`config.mk`:
```
export PLATFORM = sky130hd
export DESIGN_NAME = irq_ident_unit
export DESIGN_NICKNAME = d
export VERILOG_FILES = /design/src/rtl/irqid_pkg.sv /design/src/rtl/irqid_tx_pend.sv /design/src/rtl/irqid_rx_qual.sv /design/src/rtl/irqid_prio_enc.sv /design/src/rtl/irq_ident_unit.sv
export SDC_FILE = /design/constraint.sdc
export NUM_CORES = 1
export LEC_CHECK = 0
export CORE_MARGIN = 4
export CORE_UTILIZATION = 32
export CTS_CLUSTER_DIAMETER = 150
export DETAILED_ROUTE_END_ITERATION = 12
export GPL_TIMING_DRIVEN = 0
export PLACE_DENSITY = 0.78
export SYNTH_ARGS = -nofsm -noshare
export SYNTH_HDL_FRONTEND = slang
export SYNTH_SLANG_ARGS = --single-unit
```
`constraint.sdc`:
```
create_clock -name clk -period 1.5 [get_ports clk]
set_clock_uncertainty 0.05 [all_clocks]
set_input_delay 0.3 -clock clk [delete_from_list [all_inputs] [get_ports clk]]
set_output_delay 0.3 -clock clk [all_outputs]
set_load 0.005 [all_outputs]
```
`src/rtl/irqid_pkg.sv`:
```
package irqid_pkg;

   typedef enum logic [3:0] {
      ID_MODEM = 4'h0,
      ID_NONE  = 4'h1,
      ID_TXE   = 4'h2,
      ID_RXD   = 4'h4,
      ID_LINE  = 4'h6,
      ID_TMO   = 4'hC
   } id_code_e;

   // source slots in descending urgency
   localparam int SRC_LINE  = 0;
   localparam int SRC_TMO   = 1;
   localparam int SRC_RXD   = 2;
   localparam int SRC_TXE   = 3;
   localparam int SRC_MODEM = 4;
   localparam int NUM_SRC   = 5;

   function automatic id_code_e src_code(input int idx);
      case (idx)
         SRC_LINE:  return ID_LINE;
         SRC_TMO:   return ID_TMO;
         SRC_RXD:   return ID_RXD;
         SRC_TXE:   return ID_TXE;
         default:   return ID_MODEM;
      endcase
   endfunction

endpackage

```
`src/rtl/irqid_tx_pend.sv`:
```
module irqid_tx_pend (
   input  logic clk,
   input  logic rst_n,
   input  logic tx_en,
   input  logic thr_empty,
   input  logic thr_write,
   input  logic id_read,
   input  logic shows_txe,
   output logic pend_d,
   output logic pend_q
);
   logic en_q;
   logic empty_q;
   logic arm;

   assign arm = (tx_en && !en_q && thr_empty) || (thr_empty && !empty_q);

   always_comb begin
      pend_d = pend_q;
      if (!tx_en)
         pend_d = 1'b0;
      else if (thr_write)
         pend_d = 1'b0;
      else if (arm)
         pend_d = 1'b1;
      else if (id_read && shows_txe)
         pend_d = 1'b0;
   end

   always_ff @(posedge clk or negedge rst_n) begin
      if (!rst_n) begin
         pend_q  <= 1'b0;
         en_q    <= 1'b0;
         empty_q <= 1'b1;
      end else begin
         pend_q  <= pend_d;
         en_q    <= tx_en;
         empty_q <= thr_empty;
      end
   end
endmodule

```
`src/rtl/irqid_rx_qual.sv`:
```
module irqid_rx_qual #(
   parameter int CNT_W = 5
) (
   input  logic             data_ready,
   input  logic             fifo_on,
   input  logic [CNT_W-1:0] rx_count,
   input  logic [CNT_W-1:0] rx_level,
   output logic             rx_ok
);
   logic at_level;
   assign at_level = (rx_count >= rx_level);
   assign rx_ok    = data_ready && (!fifo_on || at_level);
endmodule

```
`src/rtl/irqid_prio_enc.sv`:
```
module irqid_prio_enc
   import irqid_pkg::*;
#(
   parameter int N = NUM_SRC
) (
   input  logic [N-1:0] req,
   output id_code_e     code
);
   logic [N-1:0] win;
   logic [N:0]   taken;

   assign taken[0] = 1'b0;

   generate
      for (genvar i = 0; i < N; i++) begin : g_chain
         assign win[i]     = req[i] && !taken[i];
         assign taken[i+1] = taken[i] || req[i];
      end
   endgenerate

   always_comb begin
      code = ID_NONE;
      for (int i = 0; i < N; i++) begin
         if (win[i]) code = src_code(i);
      end
   end
endmodule

```
`src/rtl/irq_ident_unit.sv`:
```
module irq_ident_unit
   import irqid_pkg::*;
#(
   parameter int CNT_W   = 5,
   parameter int ERR_W   = 4,
   parameter int DELTA_W = 4
) (
   input  logic               clk,
   input  logic               rst_n,
   input  logic [3:0]         ier_bits,
   input  logic [ERR_W-1:0]   line_err,
   input  logic               data_ready,
   input  logic [CNT_W-1:0]   rx_count,
   input  logic [CNT_W-1:0]   rx_level,
   input  logic               fifo_on,
   input  logic               rx_timeout,
   input  logic               thr_empty,
   input  logic               thr_write,
   input  logic               id_read,
   input  logic [DELTA_W-1:0] msr_delta,
   output logic [7:0]         iid_out,
   output logic               irq
);
   localparam logic [7:0] IID_RESET = {4'h0, ID_NONE};

   generate
      if (CNT_W < 1 || CNT_W > 16) begin : g_bad_cnt
         $error("CNT_W out of range");
      end
      if (ERR_W < 1 || DELTA_W < 1) begin : g_bad_w
         $error("flag widths must be positive");
      end
      if (NUM_SRC != 5) begin : g_bad_src
         $error("source table mismatch");
      end
   endgenerate

   logic [NUM_SRC-1:0] req;
   logic               rx_ok;
   logic               pend_d;
   logic               pend_q;
   logic               shows_txe;
   id_code_e           code;
   logic [7:0]         iid_q;
   logic               irq_q;

   assign shows_txe = (iid_q[3:0] == ID_TXE);

   irqid_tx_pend u_pend (
      .clk       (clk),
      .rst_n     (rst_n),
      .tx_en     (ier_bits[1]),
      .thr_empty (thr_empty),
      .thr_write (thr_write),
      .id_read   (id_read),
      .shows_txe (shows_txe),
      .pend_d    (pend_d),
      .pend_q    (pend_q)
   );

   irqid_rx_qual #(.CNT_W(CNT_W)) u_rxq (
      .data_ready (data_ready),
      .fifo_on    (fifo_on),
      .rx_count   (rx_count),
      .rx_level   (rx_level),
      .rx_ok      (rx_ok)
   );

   assign req[SRC_LINE]  = ier_bits[2] && (|line_err);
   assign req[SRC_TMO]   = ier_bits[0] && rx_timeout;
   assign req[SRC_RXD]   = ier_bits[0] && rx_ok;
   assign req[SRC_TXE]   = ier_bits[1] && pend_d;
   assign req[SRC_MODEM] = ier_bits[3] && (|msr_delta);

   irqid_prio_enc #(.N(NUM_SRC)) u_enc (
      .req  (req),
      .code (code)
   );

   always_ff @(posedge clk or negedge rst_n) begin
      if (!rst_n) begin
         iid_q <= IID_RESET;
         irq_q <= 1'b0;
      end else begin
         iid_q <= {{2{fifo_on}}, 2'b00, code};
         irq_q <= (code != ID_NONE);
      end
   end

   assign iid_out = iid_q;
   assign irq     = irq_q;

   logic unused_pend;
   assign unused_pend = pend_q;
endmodule

```
==> results of run 1 <==
-- final timing paths --
check                                      startpoint                  endpoint  slack [ns]
worst max-delay path             iid_out[6]$_DFF_PN0_                iid_out[6]        0.06
worst min-delay path                            rst_n      iid_out[1]$_DFF_PN0_        0.29
worst max register to register   iid_out[3]$_DFF_PN0_      iid_out[1]$_DFF_PN0_        0.18
worst min register to register  u_pend.en_q$_DFF_PN0_   u_pend.pend_q$_DFF_PN0_        0.65
max in group asynchronous                       rst_n      iid_out[0]$_DFF_PN1_        0.79
min in group clk                            thr_empty  u_pend.empty_q$_DFF_PN1_        0.43
-- sequential cells by signal (all words and copies together), names as in the netlist --
name	flops
iid_out	5
irq	1
u_pend.empty_q	1
u_pend.en_q	1
u_pend.pend_q	1
-- layout by cell type (no fill, tap or decap), types with 2 or more instances in the layout --
cell type        netlist  routed
conb_1                 1       2
dlymetal6s2s_1         0       2
dfstp_2                2       2
nand2_1                5       5
buf_4                  3       3
inv_1                  6       4
clkdlybuf4s50_1        0      22
ha_1                   5       3
clkbuf_4               0       3
dlygate4sd2_1          0      12
o21ai_2                1       2
inv_2                  1       3
dfrtp_1                7       7
ha_4                   0       2
-- per-layer routing --
layer / part of all wire, % / global-route usage (%) / vias to the layer above
li1: - / - / 238
met1: 34 / 9.23 / 230
met2: 55 / 22.2 / 21
met3: 11 / 3.01 / 0
met4: 0 / 4.84 / 0
met5: 0 / 0 / -
-- layout make-up --
cell class / instances / area [um2]
Fill cell: 135 / 556
Timing Repair Buffer: 36 / 350
Multi-Input combinational cell: 29 / 278
Sequential cell: 9 / 228
Clock buffer: 4 / 26.3
Inverter: 7 / 26.3
Buffer: 3 / 22.5
Tap cell: 16 / 20.0
-- power breakdown --
part,internal [mW],switching (mW)
Clock,0.102,0.0789
Combinational,0.113,0.0622
Sequential,0.260,0.00635
-- cell families after synthesis --
kind of cell,count (synthesis)
compound gates,10
fa+ha+maj,5
buf+inv,10
flops,9
other cells,1
simple gates,12
-- metrics by stage --
step | setup WS, ns | cells | power (mW) | hold slack, ns
CTS | 0.0149 | 104 | 0.627 | 0.288
global placement | -0.455 | 100 | 0.438 | 0.558
detailed placement | -0.474 | 100 | 0.443 | 0.566
finish | 0.0602 | 104 | 0.622 | 0.288
global route | 0.00493 | 104 | 0.663 | 0.305
floorplan | 0.101 | 48 | 0.325 | -0.0456
-- repair_timing --
action | 4_1_cts | 5_1_grt
endpoints found under the setup margin | 6 | 5
hold endpoints to repair | 0 | 0
pin swaps | 11 | 1
gates resized for setup | 17 | 4
==> flow_summary.toml, run 1 <==
[outcome]
status = "finished clean"

[grt]
grt_max_degree = 10
antenna_found_initial = 0
grt_pass1_vias = 463
grt_use_total_pct = 10.8
grt.overflow.total = 0
grt_pass1_wl_um = 1720

[logic_synthesis]
synth_edf_count = 0
synth_area_um2 = 508
netlist_top_cells_area = "dfrtp_1, ha_1, dfstp_2"
synth.avg_cell_area_um2 = 10.8
yosysSeqAreaShare_pct = 44.8
synthDistinctLibCells = 24
synthFlopType = "dfrtp_1"
synthSimpleGateAreaFrac_pct = 14.0
synth_top_family_by_area = "compound AO/OA/AOI/OAI gates"
yosys.area_share.adder_pct = 12.3
synth.top_cell.area_share_pct = 34.5
synth_top_cell_by_area = "dfrtp_1"
postSynthCellCount = 47
muxShareOfSynthArea_pct = 0
synthArstFlopShare_pct = 100
ys_top_cells_by_count = "dfrtp_1, inv_1, ha_1, nand2_1, buf_4"
yosysMostFrequentCell = "dfrtp_1"
ys_seq_elements = 9
synth_compound_area_share_pct = 18.5
yosysWarningCount = 0
synth_xor_area_share_pct = 0

[power]
leakage_nw = 0.457
vdd_drop_max_mv = 0.278
p_per_area_mw_per_mm2 = 654

[sta]
hold_violations = 0
fmax_ghz = 0.695
fin_tns_setup_ns = 0
fin_crit_sh_pct = 96.0
finalMaxSlewViolations = 0
setup_viol = 0
rsz0062_at_grt = "no"
min_period_ns = 1.44

[setup_path]
critPathBufInv = 1
cpMaxStageDelayCell = "clkdlybuf4s50_1"
path_class = "flop to output pin"
cp_cell_sequence = "clkdlybuf4s50_1"
arrival_ns = 1.09
start_kind = "flop"
critical-path-top-delay-family = "buffers and inverters"
worstRegToRegCells = 5
cp_max_fo = 2
cp.depth = 1
crit_required_ns = 1.15
cp-end-kind = "output pin"
cp_slowest_stage_delay_ns = 0.50

[placed_design]
dp.final_hpwl_um = 1070
postPlaceCellArea_um2 = 892
gp_congestion = 0.641
portBuffers = 36

[clock_tree]
insertion_delay_ns = 0.25
post_cts_buffers = 0
cts_buffer_depth = 2
ctsHoldBuffers = 0
clock_sinks = 9
clk_pin_slew_ns = 0.06
tritoncts = "done"
cts.htree.levels = 1
root_buffer = "clkbuf_4"
cts_buffers = 3

[route]
ant_nets = 0
vias = 489
wl_um = 1250
post_drt_via_cell_ratio = 4.70
drt-pass1-iter-count = 3
wire_per_inst_um = 12.0
drt_iter0_drc = 1
drc = 0

[floorplanning]
initial_core_util_pct = 33.7
core_area_mm2 = 0.00151
rows = 14
die_h_um = 47.8
ioPinCount = 39
fp.dieW_um = 47.8
dieArea_mm2 = 0.00229

[final_layout]
stdcell_area_um2 = 951
drive_gt1_share_pct = 22.7
fin_util_pct = 63.1
layout.nets = 124
diodes = 0
syn2layout_area_growth_pct = 87.2

[flow_run]
max_cap_violations = 0

[min_path]
holdCritPathClass = "input port to asynchronous set/reset pin"
Note: power is estimated with default switching activity, not from simulation.
==> inputs of run 2 (changes only) <==
HOLD_SLACK_MARGIN = 0.08   (was default)
SLEW_MARGIN = 20   (was default)
==> results of run 2 <==
Final layout, timing and power as in run 1 (identical DEF).
==> inputs of run 3 (changes only) <==
CORE_UTILIZATION = 34   (was 32)
PLACE_DENSITY = 0.82   (was 0.78)
SLEW_MARGIN = default   (was 20)
clock period = 1.7 ns   (was 1.5 ns; I/O delays follow)
==> run 3 against run 2 <==
Total power down 11%. Register-to-register slack better by 0.21 ns. Combinational power down 8%. Via count up 1.4%. Core utilization up 8.1 points. Sequential share of layout area down 0.28 points. Setup slack better by 0.035 ns. Critical endpoint is now iid_out[1]$_DFF_PN0_. Largest power group unchanged.
==> flow_summary.toml, run 3 (synthesis gave the netlist of run 1 again) <==
[setup_path]
cpMaxStageDelayCell = "clkdlybuf4s50_1"
cp-end-kind = "flop"
cp_slowest_stage_delay_ns = 0.46
crit_required_ns = 1.80
start_kind = "input port"
cp_max_fo = 4
path_class = "input port to flop"
rr_startpoint = "iid_out[3]$_DFF_PN0_"
reg2reg_slack_ns = 0.39
cp_cell_sequence = "clkdlybuf4s50_1 > inv_1 > ha_4 > nand2_1 > a31oi_1 > a221oi_4 > a21bo_1"
arrival_ns = 1.70
critical-path-top-delay-family = "compound AO/OA/AOI/OAI gates"
critPathBufInv = 2
startpoint = "rx_level[4]"

[route]
wl_um = 1250
ant_nets = 0
drc = 0
drt_iter0_drc = 0
post_drt_via_cell_ratio = 4.82
drt-pass1-iter-count = 1
wire_per_inst_um = 12.2
vias = 496

[final_layout]
syn2layout_area_growth_pct = 89.4
fin_util_pct = 71.3
instances_no_fill = 103
stdcell_area_um2 = 962
drive_gt1_share_pct = 20.5
fillers = 103
final_common_cell = "clkdlybuf4s50_1"
layout.nets = 124
largest_reg_flops = 5
layout_common_cells = "clkdlybuf4s50_1, dfrtp_1, inv_1, nand2_1"
diodes = 0

[clock_tree]
root_buffer = "clkbuf_4"
ctsHoldBuffers = 0
post_cts_buffers = 0
insertion_delay_ns = 0.26
clk_pin_slew_ns = 0.06
tritoncts = "done"
cts_buffer_depth = 2
cts_buffers = 3
cts.htree.levels = 1
clock_sinks = 9

[floorplanning]
initial_core_util_pct = 37.6
fp.dieW_um = 46.7
rows = 13
ioPinCount = 39
die_h_um = 46.7
dieArea_mm2 = 0.00218
core_area_mm2 = 0.00135

[power]
leakage_nw = 0.449
vdd_drop_max_mv = 0.425
p_per_area_mw_per_mm2 = 575
power_mw = 0.553

[sta]
hold_violations = 0
finalMaxSlewViolations = 0
setup_viol = 0
min_period_ns = 1.60
finalWorstSetupSlack_ns = 0.0955
fin_crit_sh_pct = 94.4
fmax_ghz = 0.623
rsz0062_at_grt = "no"
fin_tns_setup_ns = 0
holdWs_ns = 0.314

[grt]
grt_use_total_pct = 12.6
top_usage_layer = "met2"
use_met2_pct = 25.3
met1_usage_pct = 9.52
grt.overflow.total = 0
grt_pass1_vias = 495
grt_pass1_wl_um = 1870
grt_max_degree = 10
use_met3_pct = 5.47
antenna_found_initial = 0

[flow_run]
max_cap_violations = 0

[placed_design]
postPlaceCellArea_um2 = 891
dp.final_hpwl_um = 1080
gp_congestion = 0.635
dp_cells = 99
dp_slack_ns = -0.330
portBuffers = 36

[min_path]
holdCritPathClass = "input port to asynchronous set/reset pin"

[outcome]
status = "finished clean"
[run 3: where the power goes]
group | internal (mW) | total [mW] | switching [mW]
clock | 0.0900 | 0.157 | 0.0673
sequential | 0.229 | 0.235 | 0.00594
combinational | 0.107 | 0.161 | 0.0536
total | 0.427 | 0.553 | 0.127
[run 3: path summary, 6_finish.rpt]
check / endpoint / depth (start not counted)
setup / recovery: iid_out[1]$_DFF_PN0_ / 7
hold / removal: u_pend.en_q$_DFF_PN0_ / 1
setup reg to reg: iid_out[1]$_DFF_PN0_ / 5
hold reg to reg: u_pend.pend_q$_DFF_PN0_ / 3
max in group asynchronous: u_pend.empty_q$_DFF_PN1_ / 1
min in group clk: u_pend.empty_q$_DFF_PN1_ / 1
[run 3: final cells by class]
| cell class | instances | area, um2 | area share (%) |
|---|---|---|---|
| buffer | 3 | 22.5 | 2.34 |
| clock buffer | 4 | 26.3 | 2.73 |
| inverter | 7 | 26.3 | 2.73 |
| multi-input combinational | 29 | 275 | 28.6 |
| sequential | 9 | 228 | 23.7 |
| tap | 15 | 18.8 | 1.95 |
| timing repair buffer | 36 | 365 | 38.0 |
[run 3: worst register-to-register path, cell delays in order (launching register included)]
cell and delay [ns]:
dfrtp_1 0.39, nor4b_2 0.26, a21boi_1 0.11, o21ai_2 0.18, inv_2 0.06, a21bo_1 0.16
[run 3: per-layer routing]
metal	up-vias	wire, um
met2	29	660
met4	0	19
li1	241	-
met3	2	177
met1	224	396
met5	-	0
[run 3: repair_timing]
| action | 4_1_cts | 5_1_grt |
|---|---|---|
| setup endpoints to repair | 3 | 4 |
| pin swaps | 4 | 6 |
| resized for setup | 3 | 7 |
